==> config.mk <==
export PLATFORM = sky130hd
export DESIGN_NAME = ddr_mode_capture
export DESIGN_NICKNAME = d
export VERILOG_FILES = /design/src/rtl/ddr_mode_pkg.sv /design/src/rtl/mode_field_decode.sv /design/src/rtl/mode_datapath.sv /design/src/rtl/mode_ctrl.sv /design/src/rtl/ddr_mode_capture.sv
export SDC_FILE = /design/constraint.sdc
export NUM_CORES = 1
export LEC_CHECK = 0
export BUFFER_PORTS_ARGS = -buffer_cell sky130_fd_sc_hd__buf_2
export CAP_MARGIN = 30
export CORE_MARGIN = 1
export CORE_UTILIZATION = 40
export DETAILED_ROUTE_END_ITERATION = 16
export HOLD_SLACK_MARGIN = 0.12
export PLACE_DENSITY = 0.65
export SETUP_SLACK_MARGIN = 0.4
export SLEW_MARGIN = 20
export SYNTH_ARGS = -nofsm -noshare
export SYNTH_HDL_FRONTEND = slang
export SYNTH_SLANG_ARGS = --single-unit
==> constraint.sdc <==
create_clock -name clk -period 2.4 [get_ports clk]
set_clock_uncertainty 0.2 [all_clocks]
set_input_delay 0.36 -clock clk [delete_from_list [all_inputs] [get_ports clk]]
set_output_delay 0.36 -clock clk [all_outputs]
set_load 0.01 [all_outputs]
==> src/rtl/ddr_mode_pkg.sv <==
package ddr_mode_pkg;
  localparam int ADDR_W  = 11;
  localparam int BA_W    = 2;
  localparam int BL_LSB  = 0;
  localparam int BT_BIT  = 3;
  localparam int CL_LSB  = 4;
  localparam int TM_BIT  = 7;
  localparam int DLL_BIT = 8;
  localparam int RSV_LSB = 9;

  typedef struct packed {
    logic loadRaw;
    logic loadDecoded;
  } modeStrobes_t;
endpackage

==> src/rtl/mode_field_decode.sv <==
module mode_field_decode
  import ddr_mode_pkg::*;
#(
  parameter int AW = ADDR_W
) (
  input  logic [AW-1:0] word,
  output logic          fieldsLegal,
  output logic [3:0]    lenOut,
  output logic          orderOut,
  output logic [2:0]    halfOut
);
  logic lenOk, latOk, rsvOk;
  logic [2:0] lenCode, latCode;

  assign lenCode  = word[BL_LSB +: 3];
  assign latCode  = word[CL_LSB +: 3];
  assign orderOut = word[BT_BIT];
  assign rsvOk    = (word[AW-1:RSV_LSB] == '0);

  always_comb begin
    lenOk = 1'b1;
    case (lenCode)
      3'b001:  lenOut = 4'd2;
      3'b010:  lenOut = 4'd4;
      3'b011:  lenOut = 4'd8;
      default: begin lenOut = 4'd0; lenOk = 1'b0; end
    endcase
  end

  always_comb begin
    latOk = 1'b1;
    case (latCode)
      3'b010:  halfOut = 3'd4;
      3'b011:  halfOut = 3'd6;
      3'b110:  halfOut = 3'd5;
      default: begin halfOut = 3'd0; latOk = 1'b0; end
    endcase
  end

  assign fieldsLegal = lenOk && latOk && rsvOk;
endmodule

==> src/rtl/mode_datapath.sv <==
module mode_datapath
  import ddr_mode_pkg::*;
#(
  parameter int AW = ADDR_W
) (
  input  logic          clk,
  input  logic          rstN,
  input  logic [AW-1:0] addr,
  input  modeStrobes_t  strb,
  output logic          fieldsLegal,
  output logic          modeValid,
  output logic [AW-1:0] rawMode,
  output logic [3:0]    burstLen,
  output logic          burstInterleave,
  output logic [2:0]    casHalfCycles,
  output logic          testMode,
  output logic          dllResetPulse
);
  logic [3:0] lenNext;
  logic       orderNext;
  logic [2:0] halfNext;

  mode_field_decode #(.AW(AW)) uDecode (
    .word(addr),
    .fieldsLegal(fieldsLegal),
    .lenOut(lenNext),
    .orderOut(orderNext),
    .halfOut(halfNext)
  );

  always_ff @(posedge clk or negedge rstN) begin
    if (!rstN) begin
      rawMode       <= '0;
      testMode      <= 1'b0;
      dllResetPulse <= 1'b0;
    end else begin
      dllResetPulse <= strb.loadRaw && addr[DLL_BIT];
      if (strb.loadRaw) begin
        rawMode  <= addr;
        testMode <= addr[TM_BIT];
      end
    end
  end

  always_ff @(posedge clk or negedge rstN) begin
    if (!rstN) begin
      modeValid       <= 1'b0;
      burstLen        <= '0;
      burstInterleave <= 1'b0;
      casHalfCycles   <= '0;
    end else if (strb.loadDecoded) begin
      modeValid       <= 1'b1;
      burstLen        <= lenNext;
      burstInterleave <= orderNext;
      casHalfCycles   <= halfNext;
    end
  end

  assert_len_range_R6: assert property (@(posedge clk) disable iff (!rstN)
    modeValid |-> (burstLen == 4'd2 || burstLen == 4'd4 || burstLen == 4'd8));
  assert_lat_range_R7: assert property (@(posedge clk) disable iff (!rstN)
    modeValid |-> (casHalfCycles >= 3'd4 && casHalfCycles <= 3'd6));
  assert_keep_decode_R8: assert property (@(posedge clk) disable iff (!rstN)
    (strb.loadRaw && !strb.loadDecoded) |=> ($stable(burstLen) && $stable(casHalfCycles)));
  assert_valid_sticky_R2: assert property (@(posedge clk) disable iff (!rstN)
    modeValid |=> modeValid);
  assert_dll_single_R10: assert property (@(posedge clk) disable iff (!rstN)
    dllResetPulse |=> !dllResetPulse);
endmodule

==> src/rtl/mode_ctrl.sv <==
module mode_ctrl
  import ddr_mode_pkg::*;
#(
  parameter int BW = BA_W,
  parameter int BUSY_CYCLES = 2
) (
  input  logic          clk,
  input  logic          rstN,
  input  logic          cke,
  input  logic          csN,
  input  logic          rasN,
  input  logic          casN,
  input  logic          weN,
  input  logic [BW-1:0] ba,
  input  logic          allBanksIdle,
  input  logic          fieldsLegal,
  output modeStrobes_t  strb,
  output logic          busy,
  output logic          preconditionFail,
  output logic          timingViolation,
  output logic          illegalSetting
);
  localparam int CNT_W = $clog2(BUSY_CYCLES + 1);

  logic [CNT_W-1:0] busyCnt;
  logic ckePrev, extSeen;
  logic anyCmd, loadCmd, selMode, selExt, preOk;
  logic acceptExt, acceptMode, rejectNow, violNow;

  assign busy    = (busyCnt != '0);
  assign anyCmd  = !csN && !(rasN && casN && weN);
  assign loadCmd = !csN && !rasN && !casN && !weN;
  assign selMode = (ba == BW'(0));
  assign selExt  = (ba == BW'(1));
  assign preOk   = allBanksIdle && cke && ckePrev;

  assign acceptExt  = loadCmd && selExt && !busy && preOk;
  assign acceptMode = loadCmd && selMode && !busy && preOk && extSeen;
  assign rejectNow  = loadCmd && (selMode || selExt) && !busy &&
                      !(preOk && (selExt || extSeen));
  assign violNow    = anyCmd && busy;

  assign strb.loadRaw     = acceptMode;
  assign strb.loadDecoded = acceptMode && fieldsLegal;

  always_ff @(posedge clk or negedge rstN) begin
    if (!rstN) begin
      ckePrev          <= 1'b0;
      extSeen          <= 1'b0;
      busyCnt          <= '0;
      preconditionFail <= 1'b0;
      timingViolation  <= 1'b0;
      illegalSetting   <= 1'b0;
    end else begin
      ckePrev          <= cke;
      preconditionFail <= rejectNow;
      timingViolation  <= violNow;
      illegalSetting   <= acceptMode && !fieldsLegal;
      if (acceptExt) extSeen <= 1'b1;
      if (acceptExt || acceptMode) busyCnt <= CNT_W'(BUSY_CYCLES);
      else if (busy)               busyCnt <= busyCnt - 1'b1;
    end
  end

  assert_busy_opens_R5: assert property (@(posedge clk) disable iff (!rstN)
    (acceptExt || acceptMode) |=> busy);
  assert_viol_in_window_R5: assert property (@(posedge clk) disable iff (!rstN)
    timingViolation |-> $past(busy));
  assert_reject_no_load_R4: assert property (@(posedge clk) disable iff (!rstN)
    preconditionFail |-> !$past(strb.loadRaw));
  assert_flags_exclusive_R8: assert property (@(posedge clk) disable iff (!rstN)
    $countones({preconditionFail, timingViolation, illegalSetting}) <= 1);
endmodule

==> src/rtl/ddr_mode_capture.sv <==
module ddr_mode_capture
  import ddr_mode_pkg::*;
#(
  parameter int AW = ADDR_W,
  parameter int BW = BA_W,
  parameter int BUSY_CYCLES = 2
) (
  input  logic          clk,
  input  logic          rstN,
  input  logic          cke,
  input  logic          csN,
  input  logic          rasN,
  input  logic          casN,
  input  logic          weN,
  input  logic [BW-1:0] ba,
  input  logic [AW-1:0] addr,
  input  logic          allBanksIdle,
  output logic          modeValid,
  output logic [AW-1:0] rawMode,
  output logic [3:0]    burstLen,
  output logic          burstInterleave,
  output logic [2:0]    casHalfCycles,
  output logic          testMode,
  output logic          dllResetPulse,
  output logic          busy,
  output logic          preconditionFail,
  output logic          timingViolation,
  output logic          illegalSetting
);
  modeStrobes_t strb;
  logic fieldsLegal;

  mode_ctrl #(.BW(BW), .BUSY_CYCLES(BUSY_CYCLES)) uCtrl (
    .clk(clk), .rstN(rstN), .cke(cke), .csN(csN), .rasN(rasN),
    .casN(casN), .weN(weN), .ba(ba), .allBanksIdle(allBanksIdle),
    .fieldsLegal(fieldsLegal), .strb(strb), .busy(busy),
    .preconditionFail(preconditionFail), .timingViolation(timingViolation),
    .illegalSetting(illegalSetting)
  );

  mode_datapath #(.AW(AW)) uData (
    .clk(clk), .rstN(rstN), .addr(addr), .strb(strb),
    .fieldsLegal(fieldsLegal), .modeValid(modeValid), .rawMode(rawMode),
    .burstLen(burstLen), .burstInterleave(burstInterleave),
    .casHalfCycles(casHalfCycles), .testMode(testMode),
    .dllResetPulse(dllResetPulse)
  );
endmodule

---- After elaboration in Yosys (flattened, before gate mapping) ----
Index checks and enable logic that the tools add are counted.
storage, ports and cells
  register bits ........................... 29
  word-level logic and storage cells ...... 69
operators by class
  $add $sub $neg .......................... 1
  eq/ne operators ......................... 7
  mux-type cells .......................... 6
  reductions and logical operators ........ 42
operator list
  kind                                                                    count
  1-bit logical AND                                                       25
  3-bit by 2-bit equality test with 1-bit output (second input constant)  4
  4-bit one-hot mux with 3 select lines                                   1
  3-bit one-hot mux with 3 select lines                                   1
  1-bit zero test                                                         8
  3-bit OR reduction                                                      2
  2-bit zero test                                                         2
  2-bit 2-to-1 mux                                                        2
  2-bit nonzero test                                                      2
  3-bit by 1-bit equality test with 1-bit output (second input constant)  1
  3-bit equality test (second input constant)                             1
  1-bit logical OR                                                        3
  2-bit by 1-bit equality test with 1-bit output (second input constant)  1
  1-bit 2-to-1 mux                                                        2
  2-bit by 1-bit subtractor with 2-bit output (second input constant)     1

---- Longest topological paths before layout ----
Gate-level depths: netlist (run 1).
  word-level depth ........................ 10
  depth in mapped cells ................... 7
  depth with buffers taken out ............ 6

---- Cells and area by module ----
Synthesis (run 1) repeated with hierarchy kept, for this count alone.
second synthesis, totals
  cells, all modules ...................... 90
  area, all modules ....................... 1,251.2 um^2
modules (own cells, without submodules)
  module             instances  cells each  area an instance (um^2)
  mode_datapath      1          45          817.0
  mode_ctrl          1          32          350.3
  mode_field_decode  1          13          83.8

---- Worst setup path after synthesis (run 1) ----
No wires, ideal clock.
  path type ............................... register to register
  start ................................... register uCtrl.busyCnt[0]
  end ..................................... register uData.burstInterleave
  setup time .............................. 125 ps
  arrival ................................. 1,504 ps
  slack ................................... 571 ps
  cell stages (with the launch flop) ...... 7
  path through ............................ dfrtp_1 > inv_1 > ha_1 > and2b_1 > nand4_4 > nor2_4 > mux2_2
on the way
  word-level cells in the longest chain between the ends .. 6
ends and longest elaborated chain
  element                          line                 source
  start: declaration               mode_ctrl.sv:25      logic [CNT_W-1:0] busyCnt;
  start signal: assignment         mode_ctrl.sv:60      if (acceptExt || acceptMode) busyCnt <= CNT_W'(BUSY_CYCLES);
  start signal: assignment         mode_ctrl.sv:61      else if (busy) busyCnt <= busyCnt - 1'b1;
  2-bit nonzero test               mode_ctrl.sv:30      assign busy = (busyCnt != '0);
  1-bit zero test                  mode_ctrl.sv:38      assign acceptMode = loadCmd && selMode && !busy && preOk && extSeen;
  1-bit logical AND (3 in series)  mode_ctrl.sv:38
  1-bit logical AND                mode_ctrl.sv:44      assign strb.loadDecoded = acceptMode && fieldsLegal;
  end signal: assignment           mode_datapath.sv:54  burstInterleave <= orderNext;
  end: declaration                 mode_datapath.sv:14  output logic burstInterleave,
No other way between the ends.
A chain may end at the register's enable or synchronous reset.

---- Worst setup path in the final report (run 1) ----
  start ................................... input port cke
  end ..................................... register uData.rawMode[0]
on the way
  word-level cells in the longest chain between the ends .. 4
ends and longest elaborated chain
  element                          line                    source
  start: declaration               ddr_mode_capture.sv:10  input logic cke,
  1-bit logical AND (2 in series)  mode_ctrl.sv:35         assign preOk = allBanksIdle && cke && ckePrev;
  1-bit logical AND (2 in series)  mode_ctrl.sv:38
  end signal: assignment           mode_datapath.sv:39     rawMode <= addr;
  end: declaration                 mode_datapath.sv:12     output logic [AW-1:0] rawMode,
No other way between the ends.

==> results of run 1 <==
==> final timing paths <==
kind / from / endpoint / slack, ns / cells past startpoint
max: cke / uData.rawMode[0]$_DFFE_PN0P_ / 0.47 / 6
min: addr[1] / uData.rawMode[1]$_DFFE_PN0P_ / 0.13 / 2
max reg2reg: uCtrl.busyCnt[0]$_DFFE_PN0P_ / uData.casHalfCycles[0]$_DFFE_PN0P_ / 0.48 / 7
min reg2reg: uData.casHalfCycles[2]$_DFFE_PN0P_ / uData.casHalfCycles[2]$_DFFE_PN0P_ / 0.29 / 1
max in group asynchronous: rstN / uData.rawMode[2]$_DFFE_PN0P_ / 1.24 / 2
min in group asynchronous: rstN / uData.rawMode[4]$_DFFE_PN0P_ / 0.38 / 2
==> worst register-to-register path, cell delays in order (launching register included) <==
cell	delay [ns]
dfrtp_1	0.42
inv_1	0.06
ha_1	0.21
and2b_1	0.22
nand4_4	0.11
buf_4	0.24
o21ai_0	0.23
o41ai_2	0.11
==> metrics by stage <==
stage | utilization | hold WS [ns]
floorplan | - | -0.136
global placement | 0.512 | 0.195
detailed placement | 0.512 | 0.204
CTS | 0.577 | 0.124
global route | 0.588 | 0.137
finish | 0.588 | 0.134
==> layer usage <==
| layer | part of all wire | GRT usage | wire length [um] | vias up |
|---|---|---|---|---|
| li1 | - | - | - | 420 |
| met1 | 0.48 | 0.202 | 1130 | 397 |
| met2 | 0.46 | 0.265 | 1090 | 30 |
| met3 | 0.045 | 0.0349 | 107 | 4 |
| met4 | 0.013 | 0.0607 | 31 | 0 |
| met5 | 0 | 0 | 0 | - |
==> cells by family after synthesis <==
kind of cell,synth area share
flip-flops,0.585
AO/OA/AOI/OAI,0.0607
XOR/XNOR,0.00759
adder cells (fa/ha/maj),0.0108
other,0.00325
AND/OR/NAND/NOR,0.151
buffers and inverters,0.0357
multiplexers,0.146
==> synthesized netlist by cell type, drive strengths merged <==
library cell	n	share of area
nand2	4	0.013
o21ai	4	0.017
xnor2	1	0.0076
o41ai	2	0.015
nor3b	2	0.013
inv	4	0.013
ha	1	0.011
and3b	1	0.0076
conb	1	0.0032
and3	3	0.018
nor2b	2	0.011
or2	2	0.011
and2b	2	0.014
nor4	1	0.018
nor2	2	0.013
a311oi	1	0.0076
buf	3	0.023
nor4b	1	0.0076
a21o	2	0.014
o211ai	1	0.0065
nand4	1	0.018
and2	1	0.0054
mux2	15	0.15
dfrtp	27	0.59
==> power by group through the flow <==
stage          registers, uW  clock network [uW]  logic (uW)
2_1_floorplan            502                   0         108
3_3_place_gp             500                   0         165
3_5_place_dp             501                   0         172
4_1_cts                  492                 199         197
5_1_grt                  495                 219         220
6_report                 492                 189         194
==> state kept, by name (all words and copies together), names as in the netlist <==
| register | cells |
|---|---|
| uCtrl.busyCnt | 2 |
| uCtrl.ckePrev | 1 |
| uCtrl.extSeen | 1 |
| uCtrl.illegalSetting | 1 |
| uCtrl.preconditionFail | 1 |
| uCtrl.timingViolation | 1 |
| uData.burstInterleave | 1 |
| uData.burstLen | 3 |
| uData.casHalfCycles | 3 |
| uData.dllResetPulse | 1 |
| uData.modeValid | 1 |
| uData.rawMode | 11 |
==> layout make-up <==
class / count / share of cell area
Clock buffer: 4 / 0.0164
Sequential cell: 27 / 0.421
Multi-Input combinational cell: 50 / 0.282
Timing Repair Buffer: 63 / 0.248
Tap cell: 31 / 0.0241
Inverter: 4 / 0.00935
==> timing repair <==
action | in CTS | in global routing
gates resized for setup | 0 | 2
setup buffers | 0 | 2
setup endpoints to repair | 0 | 6
endpoints found under the hold margin | 39 | 0
hold buffers | 15 | 0
==> metrics.md, run 1 <==
| Metric | Value |
|---|---|
| Dpl cells | `158` |
| Commonest non-fill, non-tap cell in the layout | `buf_2` |
| Remaining Overflow, GRT | `0` |
| Worst-skew pair later-pin latency | `0.31 ns` |
| Htree depth | `1` |
| Final Max Slew Viols | `0` |
| Run status | `finished, final reports clean` |
| Largest delay share family, worst path | `buffers and inverters` |
| CTS tree | `done` |
| CP required | `2.41 ns` |
| Setup ws final | `0.469 ns` |
| Yosys warning count | `0` |
| Logic pwr share | `0.222` |
| Fin Setup TNS | `0 ns` |
| DIE HEIGHT | `approximately 56 um` |
| FP Rows | `19` |
| Dpl ws | `around 0.40 ns` |
| Layout cells sized above 1 | `0.520` |
| Clk slew on worst S/H paths | `0.13 ns` |
| Maxcap violations | `0` |
| Synth Instances | `84` |
| Crit path arrival time | `1.94 ns` |
| Vias in the first global route | `around 870` |
| First-pass GRT wire length | `between 3000 and 4000 um` |
| Tmin final | `1.93 ns` |
| Area delta synth->final | `39.1%` |
| CP max stage cell | `dlygate4sd3_1` |
| Clock root cell | `clkbuf_4` |
| Final GP Congestion | `0.713` |
| Sw Share | `0.257` |
| Routed WL | `2360 um` |
| Storage cell area | `676 sq um` |
| DR vias/cell | `4.75` |
| VDD IR-drop max | `0.490 mV` |
| Crit Path Max Fanout | `17` |
| Switching power | `225 uW` |
| Pwr Total | `875 uW` |
| Post-synth cell types | `29` |
| Final setup viols | `0` |
| Area of the multi-input gates | `453 sq um` |
| Port Buffers | `45` |
| Num CTS Buffers | `3` |
| Post-synthesis sequential element count | `27` |
| Initial antenna violation count | `0` |
| GRT Util Overall | `0.159` |
| Cell Area, Placed | `1400 sq um` |
| Die area | `3110 sq um` |
| Max transition margin | `0.603` |
| Part of the power in registers | `0.562` |
| CP cell instances | `dlygate4sd3_1, buf_2, and3_1, nand4_4, buf_4, mux2_2` |
| Worst-Margin Slew | `0.595 ns` |
| Post-route insts no fill | `179` |
| Filler Cells Inserted | `236` |
| Final period utilization | `0.804` |
| Final Hold Vio Count | `0` |
| Max Clock Freq | `518 MHz` |
| Clock Power Share | `0.216` |
| CP bufs+invs | `3` |
| IO Count | `47` |
| Post-route ant nets | `0` |
| Starting Density | `0.422` |
| Leakage power | `0.000920 uW` |
| Drt pass-1 iters | `7` |
| Mapped Nets | `106` |
| DR vias | `851` |
| Nets@finish | `171` |
| Syn_area_per_cell | `13.7 sq um` |
| Die Width | `55.7 um` |
| Startpoint Class | `primary input` |
| Fin area | `1610 sq um` |
| RSZ-0062 raised after global routing | `true` |
| Largest net degree at the start of global routing | `28` |
| Dpl hpwl | `1630 um` |
| Sequential area share after synthesis | `0.585` |
| Maximum root-to-sink buffer count | `2` |
| WS Path Type | `primary input to flop` |
| Most frequent cells in the layout | `buf_2 (45), dfrtp_1 (27), mux2_2 (15), dlygate4sd3_1 (15)` |
| Clk sinks | `27` |
| P_int | `650 uW` |
| CP max stage delay | `about 0.53 ns` |
| Critical Path End Type | `flop` |
| DRT iter0 DRCs | `14` |
| N_diodes | `0` |
| Mapped Area | `roughly 1200 sq um` |
| Drt wl/cell | `13.2 um` |
| PD cells | `545 nW/um^2` |
| Worst min-delay path class | `primary input to flop` |
| DRC | `0` |
| Core box area | `2730 sq um` |
Note: power is estimated with default switching activity, not from simulation.
==> inputs of run 2 (changes only) <==
--- a/config.mk
+++ b/config.mk
@@ -11,7 +11,7 @@
 export CORE_UTILIZATION = 40
 export DETAILED_ROUTE_END_ITERATION = 16
 export HOLD_SLACK_MARGIN = 0.12
-export PLACE_DENSITY = 0.65
+export PLACE_DENSITY = 0.68
 export SETUP_SLACK_MARGIN = 0.4
 export SLEW_MARGIN = 20
 export SYNTH_ARGS = -nofsm -noshare
==> constraint.sdc (replaced) <==
create_clock -name clk -period 1.6 [get_ports clk]
set_clock_uncertainty 0.2 [all_clocks]
set_input_delay 0.24 -clock clk [delete_from_list [all_inputs] [get_ports clk]]
set_output_delay 0.24 -clock clk [all_outputs]
set_load 0.01 [all_outputs]
==> metrics.md, run 2 (synthesis results as in run 1) <==
| Metric | Value |
|---|---|
| Run status | `complete, but fails checks` |
| Failing checks | `negative hold slack, negative setup slack` |
| Max Clock Freq | `575 MHz` |
| Routed WL | `2510 um (+6.7%)` |
| Drt wl/cell | `13.0 um (-1.0%)` |
| Routed wl met3 | `114 um (+6.5%)` |
| Clock Power Share | `0.187 (-0.029)` |
| Tmin final | `1.74 ns` |
| Maxcap violations | `0 (unchanged)` |
| FP Rows | `19 (unchanged)` |
| Cts hold-fix bufs | `10 (-5)` |
| Maximum root-to-sink buffer count | `2 (unchanged)` |
| CTS tree | `done` |
| First-pass GRT wire length | `4160 um (+8.4%)` |
| Top sig layer | `met4` |
| Worst min-delay path class | `primary input to flop` |
| Layout cells sized above 1 | `0.636 (+0.116)` |
| Filler Cells Inserted | `212 (-10%)` |
| Worst-skew pair later-pin latency | `0.31 ns (about the same)` |
| Nets@finish | `185 (+8.2%)` |
| Area delta synth->final | `51.5%` |
| Fin util | `0.640 (+0.0522)` |
| Commonest non-fill, non-tap cell in the layout | `buf_2` |
| DR vias/cell | `4.75 (about the same)` |
| Metal1 wirelength | `1090 um (-3.7%)` |
| Reg with most FFs | `uData.rawMode` |
| N_diodes | `0 (unchanged)` |
| Final Max Slew Viols | `0 (unchanged)` |
| Startpoint Class | `flop` |
| DRC | `0 (unchanged)` |
| Clock root cell | `clkbuf_4` |
| Drt pass-1 iters | `4 (-3)` |
| Clk slew on worst S/H paths | `0.14 ns (about the same)` |
| Max transition margin | `0.591 (-0.0129)` |
| Initial antenna violation count | `0 (unchanged)` |
| Starting Density | `0.422 (unchanged)` |
| GRT Util Overall | `0.170 (+0.0107)` |
| Remaining Overflow, GRT | `0 (unchanged)` |
| VDD IR-drop max | `0.838 mV (+71%)` |
| Max reg flops | `11 (unchanged)` |
| Worst setup path startpoint | `uCtrl.busyCnt[0]$_DFFE_PN0P_` |
| Die area | `3110 sq um (unchanged)` |
| DRT iter0 DRCs | `5 (-9)` |
| Final GP Congestion | `0.774 (+8.6%)` |
| Port Buffers | `45 (unchanged)` |
| Most frequent cells in the layout | `buf_2 (43), dfrtp_1 (27), buf_4 (20)` |
| Largest registers | `uData.rawMode: 11 flops, uData.burstLen: 3 flops, uData.casHalfCycles: 3 flops` |
| P_int | `1130 uW (+73%)` |
| Num CTS Buffers | `3 (unchanged)` |
| WS Path Type | `flop to flop` |
| Dpl ws | `-0.185 ns (-0.584 ns)` |
| Final period utilization | `1.09` |
| Critical Path End Type | `flop` |
| Part of the power in registers | `0.487 (-0.075)` |
| Die Width | `55.7 um (unchanged)` |
| Final Hold Vio Count | `1 (+1)` |
| Clk sinks | `27 (unchanged)` |
| Worst-Margin Slew | `0.614 ns (+0.0194 ns)` |
| Sw Share | `0.253 (-0.00361)` |
| DR vias | `917 (+7.8%)` |
| Post-route ant nets | `0 (unchanged)` |
| Crit Path Max Fanout | `5 (-12)` |
| Core box area | `2730 sq um (unchanged)` |
| Logic pwr share | `0.326 (+0.104)` |
| Pwr Total | `1510 uW (+72%)` |
| Vias in the first global route | `927 (+6.1%)` |
| Largest net degree at the start of global routing | `28 (unchanged)` |
| PD cells | `862 nW/um^2 (+58%)` |
| Htree depth | `1 (unchanged)` |
| CP required | `1.61 ns (-0.80 ns)` |
| Dpl hpwl | `1840 um (+13%)` |
| RSZ-0062 raised after global routing | `true` |
| Setup ws final | `-0.139 ns (-0.608 ns)` |
| Switching power | `382 uW (+70%)` |
| Cell Area, Placed | `1520 sq um (+8.3%)` |
| DIE HEIGHT | `55.7 um (unchanged)` |
| Hold Slack | `-0.0823 ns (-0.216 ns)` |
| WL met2 | `1290 um (+19%)` |
| Leakage power | `0.00100 uW (+8.8%)` |
| Crit path arrival time | `1.75 ns (-0.19 ns)` |
| Final setup viols | `22 (+22)` |
| Min-Delay Startpoint | `csN` |
| Fin area | `1750 sq um (+8.9%)` |
| Reg2reg start | `uCtrl.busyCnt[0]$_DFFE_PN0P_` |
| IO Count | `47 (unchanged)` |
-- run 2: changes by cell type in the layout (fill, tap and decap cells not counted), sizes merged --
cell | previous run | this run
buf | 48 | 67
dlygate4sd3 | 15 | 10
-- run 2: routing by layer --
layer  global-route usage  vias to the layer above
met2                0.296                       27
met3               0.0233                        2
met5                    0                        -
met4               0.0429                        0
met1                0.223                      442
li1                     -                      446
-- run 2: worst max-delay path, stage by stage (launching register included) --
cell,delay [ns]
dfrtp_1,0.40
inv_1,0.06
ha_2,0.16
and2b_2,0.18
nand4_4,0.11
nor2_4,0.18
mux2_2,0.36
-- run 2: worst paths after layout --
path                                                      end  slack [ns]  depth (start not counted)
max                             uData.burstLen[2]$_DFFE_PN0P_       -0.14                          6
min                           uCtrl.timingViolation$_DFF_PN0_       -0.08                          2
max reg2reg                     uData.burstLen[2]$_DFFE_PN0P_       -0.14                          6
min reg2reg                      uData.rawMode[8]$_DFFE_PN0P_        0.30                          1
max in group asynchronous  uData.casHalfCycles[0]$_DFFE_PN0P_        0.53                          2
min in group asynchronous        uData.rawMode[9]$_DFFE_PN0P_        0.27                          2
-- run 2: cell type report --
cell class | instances | area (sq um) | area share
flip-flops and latches | 27 | 676 | 0.386
well taps | 31 | 38.8 | 0.0222
multi-input cells | 50 | 480 | 0.275
clock buffers | 4 | 26.3 | 0.0150
repair buffers | 77 | 510 | 0.292
inverters | 4 | 17.5 | 0.0100
-- run 2: stage by stage --
step	TNS, ns	std cells
after floorplan	-1.38	84
after global placement	-2.02	169
after detailed placement	-2.42	169
after CTS	-2.31	191
after global routing	-3.60	193
final	-2.01	193
-- run 2: power by group through the flow --
stage	Sequential, uW	Clock, uW	Combinational (uW)
after floorplan	753	0	170
after global placement	747	0	315
after detailed placement	749	0	326
after CTS	735	302	458
after global routing	739	324	544
final	735	282	492
-- run 2: timing repair --
action,in CTS,in global routing
pin swaps,0,1
setup buffers,8,2
setup endpoints to repair,51,51
endpoints found under the hold margin,47,8
gates resized for setup,6,2
==> inputs of run 3 (changes only) <==
--- a/config.mk
+++ b/config.mk
@@ -8,10 +8,10 @@
 export BUFFER_PORTS_ARGS = -buffer_cell sky130_fd_sc_hd__buf_2
 export CAP_MARGIN = 30
 export CORE_MARGIN = 1
-export CORE_UTILIZATION = 40
+export CORE_UTILIZATION = 42
 export DETAILED_ROUTE_END_ITERATION = 16
 export HOLD_SLACK_MARGIN = 0.12
-export PLACE_DENSITY = 0.68
+export PLACE_DENSITY = 0.71
 export SETUP_SLACK_MARGIN = 0.4
 export SLEW_MARGIN = 20
 export SYNTH_ARGS = -nofsm -noshare
==> metrics.md, run 3 (synthesis results as in run 1) <==
| Metric | Value |
|---|---|
| Reg with most FFs | `uData.rawMode` |
| Layout cells sized above 1 | `0.617 (-0.0185)` |
| Port Buffers | `45 (unchanged)` |
| Fin area | `1800 sq um (+2.6%)` |
| Logic pwr share | `0.334 (+0.008)` |
| Startpoint Class | `flop` |
| Top sig layer | `met4` |
| Remaining Overflow, GRT | `0 (unchanged)` |
| Setup ws final | `-0.178 ns (-0.0388 ns)` |
| P_int | `1120 uW (-0.28%)` |
| Largest registers | `uData.rawMode: 11 flops, uData.burstLen: 3 flops, uData.casHalfCycles: 3 flops` |
| Sw Share | `0.267 (+0.0136)` |
| Routed wl met3 | `134 um (+18%)` |
| Worst-Margin Slew | `0.580 ns (-0.0342 ns)` |
| Cell Area, Placed | `1510 sq um (-0.25%)` |
| Maxcap violations | `0 (unchanged)` |
| CP bufs+invs | `1 (unchanged)` |
| Max transition margin | `0.613 (+0.0228)` |
| CP max stage delay | `0.42 ns (+0.02 ns)` |
| Die area | `2960 sq um (-4.6%)` |
| Vias in the first global route | `881 (-5.0%)` |
| Pwr Total | `1530 uW (+1.6%)` |
| Htree depth | `1 (unchanged)` |
| Post-route ant nets | `0 (unchanged)` |
| Max reg flops | `11 (unchanged)` |
| CP required | `1.61 ns (about the same)` |
| RR Endpoint | `uData.burstLen[2]$_DFFE_PN0P_` |
| Final Max Slew Viols | `0 (unchanged)` |
| Largest net degree at the start of global routing | `28 (unchanged)` |
| Hold depth | `2 (unchanged)` |
| DIE HEIGHT | `54.4 um (-2.3%)` |
| Final setup viols | `24 (+9.1%)` |
| WL met2 | `1330 um (+3.0%)` |
| Metal1 wirelength | `1050 um (-3.3%)` |
| Part of the power in registers | `0.481 (-0.006)` |
| First-pass GRT wire length | `3770 um (-9.3%)` |
| Dpl cells | `166 (-1.8%)` |
| DRT iter0 DRCs | `4 (-1)` |
| Drt pass-1 iters | `4 (unchanged)` |
| Die Width | `54.4 um (-2.3%)` |
| Num CTS Buffers | `3 (unchanged)` |
| VDD IR-drop max | `1.20 mV (+43%)` |
| Crit path arrival time | `1.79 ns (+0.04 ns)` |
| Starting Density | `0.454 (+0.0314)` |
| Crit Path Max Fanout | `5 (unchanged)` |
| Fin Setup TNS | `-3.04 ns (-1.04 ns)` |
| Clock root cell | `clkbuf_4` |
| CP cell instances | `inv_1, ha_2, and2b_2, nand4_4, nor2_4, mux2_2` |
| Area delta synth->final | `55.5%` |
| Clk sinks | `27 (unchanged)` |
| Commonest non-fill, non-tap cell in the layout | `buf_2` |
| DR vias | `940 (+2.5%)` |
| Switching power | `409 uW (+7.0%)` |
| Initial antenna violation count | `0 (unchanged)` |
| Post-route insts no fill | `192 (-0.52%)` |
| Min-Delay Startpoint | `rasN` |
| PD cells | `853 nW/um^2 (-1.0%)` |
| Largest delay share family, worst path | `simple AND/OR/NAND/NOR gates` |
| WHS Endpoint | `uCtrl.timingViolation$_DFF_PN0_` |
| DR vias/cell | `4.90 (+3.0%)` |
| FP Rows | `18 (-1)` |
| Failing checks | `negative hold slack, negative setup slack` |
| DRC | `0 (unchanged)` |
| Reg2reg start | `uCtrl.busyCnt[0]$_DFFE_PN0P_` |
| Final Hold Vio Count | `1 (unchanged)` |
| Leakage power | `0.00103 uW (+2.8%)` |
| RSZ-0062 raised after global routing | `true` |
| Clock Power Share | `0.186 (about the same)` |
| Maximum root-to-sink buffer count | `2 (unchanged)` |
| Crit path depth | `6 (unchanged)` |
| Routed WL | `2540 um (+0.84%)` |
| Tmin final | `1.78 ns (+0.0388 ns)` |
| Worst-skew pair later-pin latency | `0.31 ns (about the same)` |
| Nets@finish | `185 (unchanged)` |
| IO Count | `47 (unchanged)` |
| Drt wl/cell | `13.2 um (+1.4%)` |
| Final GP Congestion | `0.709 (-8.4%)` |
| CP max stage cell | `dfrtp_1` |
| Hold Slack | `-0.0544 ns (+0.0279 ns)` |
| WS Path Type | `flop to flop` |
| N_diodes | `0 (unchanged)` |
| Final period utilization | `1.11 (+0.0242)` |
| Critical Path End Type | `flop` |
| Worst min-delay path class | `primary input to flop` |
| Clk slew on worst S/H paths | `0.13 ns (about the same)` |
| Flop2flop setup slack | `-0.18 ns (-0.04 ns)` |
| Run status | `complete, but fails checks` |
| Core box area | `2540 sq um (-6.9%)` |
| Most frequent cells in the layout | `buf_2 (42), dfrtp_1 (27), mux2_2 (15), buf_4 (15), dlygate4sd3_1 (13)` |
| Max Clock Freq | `563 MHz (-2.2%)` |
| GRT Util Overall | `0.184 (+0.0140)` |
| CTS tree | `done` |
| Reg2reg path depth | `6 (unchanged)` |
| Dpl hpwl | `1750 um (-5.3%)` |
-- run 3: cell count changes in the layout (fill, tap and decap cells not counted), sizes merged --
cell / previous run / this run
buf: 67 / 64
dlygate4sd3: 10 / 13
-- run 3: final cells by class --
cell class | instances | area, sq um
clock buffer | 4 | 26.3
fill | 182 | 749
inverter | 4 | 17.5
multi-input combinational | 50 | 498
sequential | 27 | 676
tap | 30 | 37.5
timing repair buffer | 77 | 541
-- run 3: timing repair --
item                       CTS  global route
hold endpoints to repair    46             4
buffers inserted             7             2
pin swaps                    2             0
setup endpoints to repair   51            51
gates resized for setup      7             6
hold buffers                12             1
-- run 3: metal layers --
metal,track usage,vias to the layer above
li1,-,447
met1,0.218,462
met2,0.323,29
met3,0.0583,2
met4,0.0385,0
met5,0,-
-- run 3: how the worst max path moves through the flow --
| stage | startpoint | endpoint | slack (ns) |
|---|---|---|---|
| floorplan | uCtrl.busyCnt[0]$_DFFE_PN0P_ | uData.burstInterleave$_DFFE_PN0P_ | -0.18 |
| finish | uCtrl.busyCnt[0]$_DFFE_PN0P_ | uData.burstLen[2]$_DFFE_PN0P_ | -0.18 |
| CTS | uCtrl.busyCnt[0]$_DFFE_PN0P_ | uData.burstLen[2]$_DFFE_PN0P_ | -0.16 |
| detailed placement | rasN | uData.burstLen[2]$_DFFE_PN0P_ | -0.17 |
| global route | uCtrl.busyCnt[0]$_DFFE_PN0P_ | uData.burstLen[3]$_DFFE_PN0P_ | -0.25 |
| global placement | rasN | uData.burstLen[2]$_DFFE_PN0P_ | -0.13 |
-- run 3: through the flow --
| stage | util | hold slack [ns] | worst slack, ns |
|---|---|---|---|
| final | 0.706 | -0.0544 | -0.178 |
| after global routing | 0.706 | -0.0735 | -0.252 |
| after CTS | 0.682 | -0.102 | -0.161 |
| after detailed placement | 0.594 | 0.0779 | -0.168 |
| after global placement | 0.594 | 0.0790 | -0.127 |
| after floorplan | - | -0.256 | -0.182 |
-- run 3: power groups by stage --
stage,Clock [uW],Sequential (uW),Combinational [uW]
detailed placement,0,749,326
CTS,300,735,470
global route,323,739,558
global placement,0,747,314
floorplan,0,753,170
finish,284,737,511
